### config.mk
export PLATFORM = sky130hd
export DESIGN_NAME = dfs_ctrl
export DESIGN_NICKNAME = d
export VERILOG_FILES = /design/src/rtl/dfs_pkg.sv /design/src/rtl/dfs_sel.sv /design/src/rtl/dfs_cfg_bank.sv /design/src/rtl/dfs_ramp.sv /design/src/rtl/dfs_ctrl.sv
export SDC_FILE = /design/constraint.sdc
export NUM_CORES = 1
export LEC_CHECK = 0
export BUFFER_PORTS_ARGS = -buffer_cell sky130_fd_sc_hd__buf_4
export CORE_MARGIN = 5
export CORE_UTILIZATION = 40
export CTS_BUF_LIST = sky130_fd_sc_hd__clkbuf_4 sky130_fd_sc_hd__clkbuf_8
export DETAILED_ROUTE_END_ITERATION = 10
export PLACE_DENSITY = 0.63
export SYNTH_ARGS = -nofsm -noshare
export SYNTH_HDL_FRONTEND = slang
export SYNTH_HIERARCHICAL = 1
export SYNTH_SLANG_ARGS = --single-unit
### constraint.sdc
create_clock -name clk_i -period 9.3 [get_ports clk_i]
set_input_delay 0.93 -clock clk_i [delete_from_list [all_inputs] [get_ports clk_i]]
set_output_delay 0.93 -clock clk_i [all_outputs]
set_load 0.005 [all_outputs]
### src/rtl/dfs_pkg.sv
package dfs_pkg;
  localparam int unsigned N_CFG = 4;
  localparam int unsigned SEL_W = 2;
  localparam logic [1:0] FN_SEL = 2'b11;

  typedef enum logic [1:0] {
    SRC_OFF,
    SRC_PIN,
    SRC_BUS,
    SRC_REG
  } src_e;
endpackage

### src/rtl/dfs_sel.sv
module dfs_sel
  import dfs_pkg::*;
(
  input  logic             clk_i,
  input  logic             rst_ni,
  input  logic             en_i,
  input  logic [1:0]       fn_a_i,
  input  logic [1:0]       fn_b_i,
  input  logic             pin_a_i,
  input  logic             pin_b_i,
  input  logic             strap_i,
  input  logic             scl_i,
  input  logic             sda_i,
  input  logic [SEL_W-1:0] reg_sel_i,
  output logic [SEL_W-1:0] sel_o,
  output logic             illegal_o
);
  logic             strap_q, strap_done_q;
  logic [SEL_W-1:0] sel_q, sel_d;
  logic             bad;
  src_e             src;

  // strap captured once on first edge after reset release
  always_ff @(posedge clk_i or negedge rst_ni) begin
    if (!rst_ni) begin
      strap_q      <= 1'b1;
      strap_done_q <= 1'b0;
    end else if (!strap_done_q) begin
      strap_q      <= strap_i;
      strap_done_q <= 1'b1;
    end
  end

  always_comb begin
    bad = 1'b0;
    src = SRC_OFF;
    if (en_i) begin
      if (fn_a_i == FN_SEL)      src = SRC_PIN;
      else if (fn_b_i == FN_SEL) bad = 1'b1;
      else if (!strap_q)         src = SRC_BUS;
      else                       src = SRC_REG;
    end
  end

  always_comb begin
    sel_d = sel_q;
    if (!bad) begin
      unique case (src)
        SRC_OFF: sel_d = '0;
        SRC_PIN: sel_d = {(fn_b_i == FN_SEL) ? pin_b_i : 1'b0, pin_a_i};
        SRC_BUS: sel_d = {scl_i, sda_i};
        SRC_REG: sel_d = reg_sel_i;
        default: sel_d = sel_q;
      endcase
    end
  end

  always_ff @(posedge clk_i or negedge rst_ni) begin
    if (!rst_ni) sel_q <= '0;
    else         sel_q <= sel_d;
  end

  assign sel_o     = sel_q;
  assign illegal_o = bad;


  sel_off_chk: assert property (@(posedge clk_i) disable iff (!rst_ni)
    !en_i |=> (sel_q == '0));

  illegal_hold_chk: assert property (@(posedge clk_i) disable iff (!rst_ni)
    illegal_o |=> $stable(sel_q));

  strap_hold_chk: assert property (@(posedge clk_i) disable iff (!rst_ni)
    strap_done_q |=> $stable(strap_q));
endmodule

### src/rtl/dfs_cfg_bank.sv
module dfs_cfg_bank
  import dfs_pkg::*;
#(
  parameter int unsigned DIV_W   = 16,
  parameter logic [DIV_W-1:0] RST_DIV = 16'h0100
) (
  input  logic             clk_i,
  input  logic             rst_ni,
  input  logic             wr_en_i,
  input  logic [SEL_W-1:0] wr_sel_i,
  input  logic [DIV_W-1:0] wr_data_i,
  input  logic [SEL_W-1:0] rd_sel_i,
  output logic [DIV_W-1:0] rd_data_o
);
  logic [N_CFG-1:0][DIV_W-1:0] words_q;

  for (genvar g = 0; g < N_CFG; g++) begin : g_word
    always_ff @(posedge clk_i or negedge rst_ni) begin
      if (!rst_ni)
        words_q[g] <= RST_DIV;
      else if (wr_en_i && (wr_sel_i == SEL_W'(g)))
        words_q[g] <= wr_data_i;
    end
  end

  assign rd_data_o = words_q[rd_sel_i];


  no_write_hold_chk: assert property (@(posedge clk_i) disable iff (!rst_ni)
    !wr_en_i |=> $stable(words_q));
endmodule

### src/rtl/dfs_ramp.sv
module dfs_ramp #(
  parameter int unsigned DIV_W   = 16,
  parameter int unsigned STEP_W  = 8,
  parameter int unsigned TICK    = 4,
  parameter logic [DIV_W-1:0] RST_DIV = 16'h0100,
  localparam int unsigned CNT_W  = (TICK > 1) ? $clog2(TICK) : 1
) (
  input  logic              clk_i,
  input  logic              rst_ni,
  input  logic [DIV_W-1:0]  tgt_i,
  input  logic [STEP_W-1:0] step_i,
  output logic [DIV_W-1:0]  div_o,
  output logic              busy_o
);
  logic [DIV_W-1:0] div_q, div_d, st, gap;
  logic [CNT_W-1:0] cnt_q;
  logic             busy, up, fire;

  assign st   = (step_i == '0) ? DIV_W'(1) : DIV_W'(step_i);
  assign busy = (div_q != tgt_i);
  assign up   = (tgt_i > div_q);
  assign gap  = up ? (tgt_i - div_q) : (div_q - tgt_i);
  assign fire = busy && (cnt_q == CNT_W'(TICK - 1));

  always_comb begin
    div_d = div_q;
    if (fire) begin
      if (gap <= st) div_d = tgt_i;
      else if (up)   div_d = div_q + st;
      else           div_d = div_q - st;
    end
  end

  always_ff @(posedge clk_i or negedge rst_ni) begin
    if (!rst_ni) begin
      div_q <= RST_DIV;
      cnt_q <= '0;
    end else begin
      div_q <= div_d;
      if (!busy || fire) cnt_q <= '0;
      else               cnt_q <= cnt_q + 1'b1;
    end
  end

  assign div_o  = div_q;
  assign busy_o = busy;


  no_overshoot_up_chk: assert property (@(posedge clk_i) disable iff (!rst_ni)
    ($past(div_q) < $past(tgt_i)) |-> (div_q <= $past(tgt_i)));

  no_overshoot_dn_chk: assert property (@(posedge clk_i) disable iff (!rst_ni)
    ($past(div_q) > $past(tgt_i)) |-> (div_q >= $past(tgt_i)));

  step_bound_chk: assert property (@(posedge clk_i) disable iff (!rst_ni)
    (div_q > $past(div_q)) |-> ((div_q - $past(div_q)) <= $past(st)));

  idle_hold_chk: assert property (@(posedge clk_i) disable iff (!rst_ni)
    (div_q == tgt_i) |=> (div_q == $past(div_q)));
endmodule

### src/rtl/dfs_ctrl.sv
module dfs_ctrl
  import dfs_pkg::*;
#(
  parameter int unsigned DIV_W   = 16,
  parameter int unsigned STEP_W  = 8,
  parameter int unsigned TICK    = 4,
  parameter logic [DIV_W-1:0] RST_DIV = 16'h0100
) (
  input  logic              clk_i,
  input  logic              rst_ni,
  input  logic              en_i,
  input  logic [1:0]        pin_a_fn_i,
  input  logic [1:0]        pin_b_fn_i,
  input  logic              pin_a_i,
  input  logic              pin_b_i,
  input  logic              strap_i,
  input  logic              scl_i,
  input  logic              sda_i,
  input  logic [1:0]        reg_sel_i,
  input  logic [1:0]        wr_cfg_sel_i,
  input  logic              wr_en_i,
  input  logic [DIV_W-1:0]  wr_data_i,
  input  logic [STEP_W-1:0] step_i,
  output logic [1:0]        sel_o,
  output logic [DIV_W-1:0]  div_o,
  output logic              busy_o,
  output logic              illegal_o
);
  logic [SEL_W-1:0] sel;
  logic [DIV_W-1:0] tgt;

  dfs_sel u_sel (
    .clk_i, .rst_ni, .en_i,
    .fn_a_i   (pin_a_fn_i),
    .fn_b_i   (pin_b_fn_i),
    .pin_a_i, .pin_b_i, .strap_i, .scl_i, .sda_i, .reg_sel_i,
    .sel_o    (sel),
    .illegal_o
  );

  dfs_cfg_bank #(.DIV_W(DIV_W), .RST_DIV(RST_DIV)) u_bank (
    .clk_i, .rst_ni, .wr_en_i,
    .wr_sel_i  (wr_cfg_sel_i),
    .wr_data_i,
    .rd_sel_i  (sel),
    .rd_data_o (tgt)
  );

  dfs_ramp #(.DIV_W(DIV_W), .STEP_W(STEP_W), .TICK(TICK), .RST_DIV(RST_DIV)) u_ramp (
    .clk_i, .rst_ni,
    .tgt_i  (tgt),
    .step_i,
    .div_o,
    .busy_o
  );

  assign sel_o = sel;
endmodule

==> metrics.txt, run 1 <==
result of the run=finished clean; smallest setup slack after layout=3030 ps; Final Core Density=45.2%; Num Clock Sinks=86; max-cap violations=0; total of flip-flops plus latches after synthesis=86; Die Height=140 um; post-DP HPWL=13600 um; unrepaired setup endpoints after global routing=no; CTS tree=done; via count=5377; Final setup violation count=0; starting density of the core=40.7%; warning count from the yosys run=6; Mapped Avg Cell Area=10.3 um^2; post-layout min period=6270 ps; setup TNS after final layout=0 ps; power density cells=406 nW/um^2; Hold Buf Count CTS=0; clock latency on the worst-skew pair=380 ps; pin count of the biggest net entering global routing=87; number of nets in the layout=798; DIE WIDTH=140 um; worst reg2reg path depth=19; routed wirelength normalized by instance count=19.4 um; worst-case hold slack=454 ps; r2r startpoint=u_sel/sel_o[0]$_DFFE_PN0N_; number of gates given a new drive strength after cts=0; fraction of layout cells with a size suffix above 1=27.4%; gp weighted congestion=0.956; post-route ant nets=0; relative max-transition margin=28.1%; Worst EP required=9530 ps; leading cell types in the layout, fill and taps excluded=dfrtp_1, mux2_2, buf_4, ha_1, inv_1; first-pass GRT wire length=29000 um; count of unique library cells instantiated by Yosys=79; clock tree root driver cell=clkbuf_8; type of the worst min-delay path=flip-flop to flip-flop; number of antenna violations at the first check in global routing=0; final antenna diode count=0; pre-CTS setup slack=3020 ps; iteration-0 DRC count of the detailed router=359; VDD IR-drop max=0.201 mV; max-slew violation total from the final report=0; register clock-pin slew on the reported worst setup and hold paths=90 ps; crit path capture type=flip-flop; fill cell count=1645; EDFF count, synth=0; fin crit share=67.4%; post-CTS setup buffers=0; Top FF cell, synth=dfrtp_1; gr usage total=18.5%; synthesized cell area=6740 um^2; fin cells=921; top-level port count=61; length of the first detailed-routing pass in iterations=5; LEAKAGE=3.24 nW; total area of multi-input combinational cells=4220 um^2; Longest Clk Path Bufs=2; endpoint of the worst-slack reg-to-reg timing path=u_ramp/div_o[2]$_DFFE_PN0P_; Layout Cell Area excl Fill=7490 um^2; total power draw=3.04 mW; worst endpoint data arrival time=6490 ps; number of instances in the placed design=906; clock skew=12.1 ps; share of the yosys chip area belonging to registers=32.0%; area used by sequential logic in the layout=2160 um^2; sort of element at the start of the critical path=flip-flop; Layout Area Growth over Synthesis=11.1%; CTS H-tree depth=3; net count of the mapped netlist=758; via count of the first global-routing pass=5438; critical path peak fanout=25; Critical Setup Path Class=flip-flop to flip-flop; Critical Path Sink=u_ramp/div_o[2]$_DFFE_PN0P_; PortBufs=60; Die Area=19600 um^2; remaining routing DRC violations=0; start point of the critical path=u_sel/sel_o[0]$_DFFE_PN0N_; CTS buffer count=9; post-detailed-routing wire length=17900 um; placed inst area=7300 um^2; Cell Rows=47; pin slew with the least headroom to its limit=1080 ps; placeable core region=16600 um^2; Overflow after GRT=0; Synth async-reset ratio=100%; most common cell after layout, fill and taps aside=dfrtp_1; Reg2Reg Setup Slack=3030 ps; cell count after synthesis=657; FMAX=0.160 GHz; Final Hold Vio Count=0; post-DR vias/cell=5.84
## worst min path at each step
stage,from,to,slack (ps),cells after the start
floorplan,u_ramp/cnt_q[0]$_DFF_PN0_,u_ramp/cnt_q[0]$_DFF_PN0_,410,1
global placement,u_ramp/cnt_q[0]$_DFF_PN0_,u_ramp/cnt_q[0]$_DFF_PN0_,430,1
detailed placement,u_ramp/cnt_q[0]$_DFF_PN0_,u_ramp/cnt_q[0]$_DFF_PN0_,430,1
CTS,u_ramp/cnt_q[0]$_DFF_PN0_,u_ramp/cnt_q[0]$_DFF_PN0_,450,1
global route,u_ramp/cnt_q[0]$_DFF_PN0_,u_ramp/cnt_q[0]$_DFF_PN0_,490,1
finish,u_ramp/cnt_q[0]$_DFF_PN0_,u_ramp/cnt_q[0]$_DFF_PN0_,450,1
## flip-flops by register name (all words and copies together), names as in the netlist
signal              cells
u_sel/strap_q           1
u_bank/words_q         64
u_ramp/cnt_q            2
u_sel/sel_o             2
u_ramp/div_o           16
u_sel/strap_done_q      1
## cells in the mapped netlist (10+ instances only)
cell | number | area share, %
a21oi_1 | 27 | 2.0
buf_2 | 13 | 0.96
clkbuf_1 | 11 | 0.61
dfrtp_1 | 80 | 30
ha_1 | 57 | 11
inv_1 | 48 | 2.7
mux2_2 | 66 | 11
mux4_2 | 16 | 5.3
nand2_1 | 30 | 1.7
nand3_1 | 13 | 0.96
nand4_1 | 23 | 2.1
nor2_1 | 23 | 1.3
nor2b_1 | 10 | 0.93
o211ai_1 | 21 | 2.3
o21ai_0 | 26 | 1.9
xnor2_1 | 22 | 2.9
## metal layers
metal  GRT usage, %  vias up  wire [um]
li1               -     2528          -
met2           31.3      152       8730
met5              0        -          0
met1           24.7     2680       7990
met4           5.76        0        279
met3           2.37       17        902
## cells by family (layout without fill, tap and decap cells)
kind of cell	after synthesis	count (layout)	share of synthesized area, %
compound gates	162	162	17.8
xor+xnor	26	26	3.38
fa+ha+maj	60	60	11.5
buf+inv	82	126	5.57
flops	86	86	32.0
mux	86	86	17.0
other cells	1	1	0.0556
simple gates	154	154	12.7
## cell type report
class                   instances  share of cell area (%)
well taps                     220                    3.67
multi-input cells             489                    56.3
inverters                      49                    2.45
flip-flops and latches         86                    28.8
repair buffers                 62                    6.21
clock buffers                  10                    1.75
clock inverters                 5                   0.802
## critical path, stage by stage, from the launching register on
cell	delay (ps)
dfrtp_1	610
buf_4	340
mux4_2	570
ha_1	550
nand4_1	250
or4_4	540
and2_1	210
a21o_4	300
o31ai_1	310
xnor2_1	160
ha_1	270
o21ai_0	80
a21oi_1	60
o211ai_1	160
a21boi_0	110
o21a_1	170
o22ai_1	230
o2111ai_2	600
o211ai_1	430
o211ai_1	140
## power breakdown
group	internal (mW)	switching (mW)
Clock	0.127	0.142
Sequential	0.467	0.0917
Combinational	0.902	1.31
Total	1.50	1.54
Note: power is estimated with default switching activity, not from simulation.
==> inputs of run 2 (changes only) <==
PLACE_DENSITY = 0.66   (was 0.63)
clock period = 5.05 ns   (was 9.3 ns; I/O delays follow)
==> metrics.txt, run 2 (synthesis gave the netlist of run 1 again) <==
result of the run=finished, violations left (was finished clean); failing checks=setup timing; unrepaired setup endpoints after global routing=yes (was no); FMAX=0.197 GHz (was 0.160 GHz); pre-CTS setup slack=-158 ps (was 3020 ps); Die Area=19600 um^2 (unchanged); first-pass GRT wire length=32100 um (was 29000 um); smallest setup slack after layout=-31.2 ps (was 3030 ps); CTS H-tree depth=3 (unchanged); clock tree root driver cell=clkbuf_8 (unchanged); post-route ant nets=0 (unchanged); Final Hold Vio Count=0 (unchanged); type of the worst min-delay path=input pin to async pin (was flip-flop to flip-flop); max FFs per register=64 (unchanged); pin slew with the least headroom to its limit=1090 ps (was 1080 ps); Cell Rows=47 (unchanged); post-DR vias/cell=5.78 (was 5.84); relative max-transition margin=27.4% (was 28.1%); Num Clock Sinks=86 (unchanged); fraction of layout cells with a size suffix above 1=39.3% (was 27.4%); Longest Clk Path Bufs=2 (unchanged); Final setup violation count=1 (was 0); number of antenna violations at the first check in global routing=0 (unchanged); Layout Area Growth over Synthesis=26.0% (was 11.1%); post-detailed-routing wire length=19700 um (was 17900 um); max-slew violation total from the final report=0 (unchanged); met2 layer usage reported by global route=34.0% (was 31.3%); most heavily used metal layer in global routing=met2 (unchanged); via count of the first global-routing pass=6253 (was 5438); most common cell after layout, fill and taps aside=buf_4 (was dfrtp_1); DIE WIDTH=140 um (unchanged); sort of element at the start of the critical path=flip-flop (unchanged); remaining routing DRC violations=0 (unchanged); iteration-0 DRC count of the detailed router=273 (was 359); Overflow after GRT=0 (unchanged); grt met1 use=25.7% (was 24.7%); met3 usage=3.46% (was 2.37%); Critical Setup Path Class=flip-flop to flip-flop (unchanged); number of instances in the placed design=976 (was 906); Hold Buf Count CTS=0 (unchanged); Reg2Reg Setup Slack=-30 ps (was 3030 ps); number of nets in the layout=887 (was 798); clock skew=16.6 ps (was 12.1 ps); gr usage total=20.2% (was 18.5%); fin crit share=101% (was 67.4%); crit path capture type=flip-flop (unchanged); CTS buffer count=9 (unchanged); routed wirelength normalized by instance count=19.5 um (was 19.4 um); final antenna diode count=0 (unchanged); critical path peak fanout=8 (was 25); leading cell types in the layout, fill and taps excluded=buf_4, dfrtp_1, mux2_2, ha_1, inv_1 (was dfrtp_1, mux2_2, buf_4, ha_1, inv_1); CTS tree=done (unchanged); Die Height=140 um (unchanged); top-level port count=61 (unchanged); fill cell count=1527 (was 1645); post-layout min period=5080 ps (was 6270 ps); starting density of the core=40.7% (unchanged); via count=5841 (was 5377); PortBufs=60 (unchanged); clock latency on the worst-skew pair=370 ps (was 380 ps); register with the highest flop count=u_bank/words_q (unchanged); post-DP HPWL=14900 um (was 13600 um); gp weighted congestion=1.01 (was 0.956); fin cells=1011 (was 921); Worst EP required=5270 ps (was 9530 ps); placeable core region=16600 um^2 (unchanged); worst endpoint data arrival time=5300 ps (was 6490 ps); pin count of the biggest net entering global routing=87 (unchanged); length of the first detailed-routing pass in iterations=5 (unchanged); max-cap violations=0 (unchanged); register clock-pin slew on the reported worst setup and hold paths=90 ps (about the same)
==> run 2: cell types whose count changed in the layout (fill, tap and decap cells not counted), sizes merged <==
| cell | change |
|---|---|
| buf | +88 |
| bufinv | +1 |
| clkbuf | +1 |
| clkinv | -1 |
| inv | +1 |
==> run 2: worst paths after layout <==
kind | startpoint | end | cells past startpoint
min | rst_ni | u_bank/words_q[27]$_DFFE_PN0P_ | 1
min reg2reg | u_ramp/cnt_q[0]$_DFF_PN0_ | u_ramp/cnt_q[0]$_DFF_PN0_ | 1
max reg2reg | u_sel/sel_o[0]$_DFFE_PN0N_ | u_ramp/div_o[11]$_DFFE_PN0P_ | 22
min in group clk_i | strap_i | u_sel/strap_q$_DFFE_PN1N_ | 2
max in group asynchronous | rst_ni | u_sel/sel_o[0]$_DFFE_PN0N_ | 1
max | u_sel/sel_o[0]$_DFFE_PN0N_ | u_ramp/div_o[11]$_DFFE_PN0P_ | 22
==> run 2: critical path: stages, from the launching register on <==
cell       delay [ps]
dfrtp_2           460
buf_6             140
mux4_2            520
buf_6             140
ha_4              250
nand4_1           130
or4_4             560
and2b_4           190
a21o_4            260
mux2i_2           220
xnor2_1           180
ha_1              300
o21ai_1           120
a21oi_1            50
o211ai_1          150
a21boi_1           80
o21a_1            180
o22ai_2           180
buf_6             140
o2111ai_4         160
buf_12            200
o211ai_4          180
o211ai_1          140
==> run 2: what timing repair did <==
item | CTS | global route
setup buffers | 12 | 6
setup endpoints to repair | 16 | 16
endpoints found under the hold margin | 0 | 0
pin swaps | 16 | 26
cloned | 2 | 0
resized for setup | 22 | 28
==> run 2: final cells by class <==
class,instances,area [um^2],share of cell area (%)
Sequential cell,86,2160,25.4
Tap cell,220,275,3.24
Clock buffer,10,131,1.55
Timing Repair Buffer,151,1220,14.4
Clock inverter,6,92.6,1.09
Multi-Input combinational cell,489,4430,52.1
Inverter,49,184,2.16
==> run 2: stage by stage <==
stage / setup TNS, ps / utilization (%) / instance area, um^2 / hold slack, ps
final: -31.2 / 51.2 / 8500 / 331
after global routing: -2330 / 51.2 / 8500 / 371
after CTS: -159 / 50.4 / 8360 / 359
after detailed placement: -1330 / 47.4 / 7870 / 451
after global placement: -41.0 / 47.4 / 7870 / 426
after floorplan: 0 / - / 6790 / 209
==> run 2: layer usage <==
layer  vias to the layer above  wire (um)  part of all wire [%]
met1                      2844       8230                    42
met3                        50       1210                   6.1
li1                       2725          -                     -
met5                         -          0                     0
met4                         0        606                   3.1
met2                       222       9680                    49
Power of run 2 is not shown: default switching activity piles up to over one toggle a cycle in this logic, so the estimate is an artifact.
==> inputs of run 3 (changes only) <==
RECOVER_POWER = 25   (was unset)
==> metrics.txt, run 3 (synthesis gave the netlist of run 1 again) <==
routed wirelength normalized by instance count=19.5 um (about the same); Critical Setup Path Class=flip-flop to flip-flop (unchanged); most common cell after layout, fill and taps aside=buf_4 (unchanged); failing checks=capacitance limit, slew limit, setup timing (was setup timing); gp weighted congestion=1.01 (unchanged); post-DP HPWL=14900 um (unchanged); fraction of layout cells with a size suffix above 1=38.9% (was 39.3%); number of antenna violations at the first check in global routing=0 (unchanged); total area of multi-input combinational cells=4420 um^2 (was 4430 um^2); register clock-pin slew on the reported worst setup and hold paths=90 ps (about the same); Layout Area Growth over Synthesis=25.8% (was 26.0%); final antenna diode count=0 (unchanged); post-detailed-routing wire length=19800 um (was 19700 um); Die Area=19600 um^2 (unchanged); number of instances in the placed design=976 (unchanged); pin slew with the least headroom to its limit=2140 ps (was 1090 ps); max-cap violations=1 (was 0); sort of element at the start of the critical path=flip-flop (unchanged); type of the worst min-delay path=input pin to flip-flop (was input pin to async pin); FMAX=0.197 GHz (about the same); clock latency on the worst-skew pair=370 ps (about the same); PortBufs=60 (unchanged); via count=5819 (was 5841); post-DR vias/cell=5.76 (was 5.78); iteration-0 DRC count of the detailed router=276 (was 273); area used by sequential logic in the layout=2160 um^2 (unchanged); top-level port count=61 (unchanged); Die Height=140 um (unchanged); DIE WIDTH=140 um (unchanged); first-pass GRT wire length=32100 um (unchanged); fin crit share=101% (about the same); crit path capture type=flip-flop (unchanged); clock skew=18.1 ps (was 16.6 ps); Worst EP required=5270 ps (about the same); smallest setup slack after layout=-28.8 ps (was -31.2 ps); family of cells with the greatest summed delay on the critical path=compound AO/OA/AOI/OAI gates (unchanged); Cell Rows=47 (unchanged); length of the first detailed-routing pass in iterations=7 (was 5); worst-case hold slack=374 ps (was 331 ps); register with the highest flop count=u_bank/words_q (unchanged); starting density of the core=40.7% (unchanged); crit path buf inv count=5 (was 4); placeable core region=16600 um^2 (unchanged); CTS H-tree depth=3 (unchanged); pin count of the biggest net entering global routing=87 (unchanged); relative max-transition margin=-42.5% (was 27.4%); unrepaired setup endpoints after global routing=yes (unchanged); post-route ant nets=0 (unchanged); worst path cell trace=buf_6 -> mux4_2 -> buf_6 -> ha_4 -> nand4_1 -> or4_4 -> and2b_4 -> a21o_4 -> buf_6 -> nor3_1 -> a31oi_1 -> xor2_1 -> ha_1 -> a21oi_1 -> a21boi_1 -> o21a_1 -> o22ai_2 -> buf_6 -> o2111ai_4 -> buf_12 -> o211ai_4 -> o211ai_1 (was buf_6 -> mux4_2 -> buf_6 -> ha_4 -> nand4_1 -> or4_4 -> and2b_4 -> a21o_4 -> mux2i_2 -> xnor2_1 -> ha_1 -> o21ai_1 -> a21oi_1 -> o211ai_1 -> a21boi_1 -> o21a_1 -> o22ai_2 -> buf_6 -> o2111ai_4 -> buf_12 -> o211ai_4 -> o211ai_1); worst endpoint data arrival time=5300 ps (about the same); gr usage total=20.2% (unchanged); CTS buffer count=9 (unchanged); post-layout min period=5080 ps (about the same); CTS tree=done (unchanged); highest cell delay on the worst timing path=560 ps (about the same); Hold Buf Count CTS=0 (unchanged); result of the run=finished, violations left (unchanged); max FFs per register=64 (unchanged); standard cell with the maximum stage delay on the critical path=or4_4 (unchanged); number of nets in the layout=887 (unchanged); clock tree root driver cell=clkbuf_8 (unchanged); leading cell types in the layout, fill and taps excluded=buf_4, dfrtp_1, mux2_2, ha_1, inv_1 (unchanged); Num Clock Sinks=86 (unchanged); Final setup violation count=1 (unchanged); Overflow after GRT=0 (unchanged); max-slew violation total from the final report=87 (was 0); CP most frequent cell=buf_6 (unchanged); Layout Cell Area excl Fill=8480 um^2 (was 8500 um^2); via count of the first global-routing pass=6253 (unchanged); fill cell count=1531 (was 1527); fin cells=1011 (unchanged); Longest Clk Path Bufs=2 (unchanged); remaining routing DRC violations=0 (unchanged); critical path peak fanout=8 (unchanged); Final Hold Vio Count=0 (unchanged); placed inst area=7870 um^2 (unchanged)
## run 3: layout make-up
cell class | instances | area share (%)
sequential | 86 | 25.5
tap | 220 | 3.24
clock buffer | 10 | 1.55
multi-input combinational | 489 | 52.1
clock inverter | 6 | 1.09
inverter | 49 | 2.17
timing repair buffer | 151 | 14.3
## run 3: worst paths after layout
| check | slack (ps) | startpoint | end | depth (start not counted) |
|---|---|---|---|---|
| worst max-delay path | -30 | u_sel/sel_o[0]$_DFFE_PN0N_ | u_ramp/div_o[11]$_DFFE_PN0P_ | 22 |
| worst min-delay path | 370 | strap_i | u_sel/strap_q$_DFFE_PN1N_ | 2 |
| worst max register to register | -30 | u_sel/sel_o[0]$_DFFE_PN0N_ | u_ramp/div_o[11]$_DFFE_PN0P_ | 22 |
| worst min register to register | 460 | u_ramp/cnt_q[0]$_DFF_PN0_ | u_ramp/cnt_q[0]$_DFF_PN0_ | 1 |
| max in group asynchronous | 2880 | rst_ni | u_sel/sel_o[0]$_DFFE_PN0N_ | 1 |
| min in group asynchronous | 750 | rst_ni | u_bank/words_q[27]$_DFFE_PN0P_ | 1 |
## run 3: through the flow
step                      TNS (ps)  setup WS (ps)  util, %
after global routing         -2330           -206     51.2
after CTS                     -159          -40.1     50.4
after global placement       -41.0          -41.0     47.4
after floorplan                  0           23.0        -
after detailed placement     -1330           -158     47.4
final                        -28.8          -28.8     51.2
## run 3: worst reg2reg max path, delay by kind of cell, from the launching register on
family | cells | cell delay (ps)
xor gates and xnor gates | 1 | 160
muxes | 1 | 520
adders and majority gates | 2 | 580
buffers and inverters | 5 | 790
AOI/OAI and AO/OA | 9 | 1400
and+or+nand+nor | 4 | 1040
DFF | 1 | 460
## run 3: what timing repair did
item,4_1_cts,5_1_grt
gates resized for setup,22,28
setup buffers,12,6
pin swaps,16,26
cloned,2,0
endpoints found under the setup margin,16,16
## run 3: metal layers
metal	vias up	GRT usage (%)	wire [um]
met5	-	0	0
met1	2859	25.7	8350
met2	194	34.0	9700
met3	48	3.46	1090
met4	0	8.21	615
li1	2718	-	-
Power of run 3 is left out for the same reason.
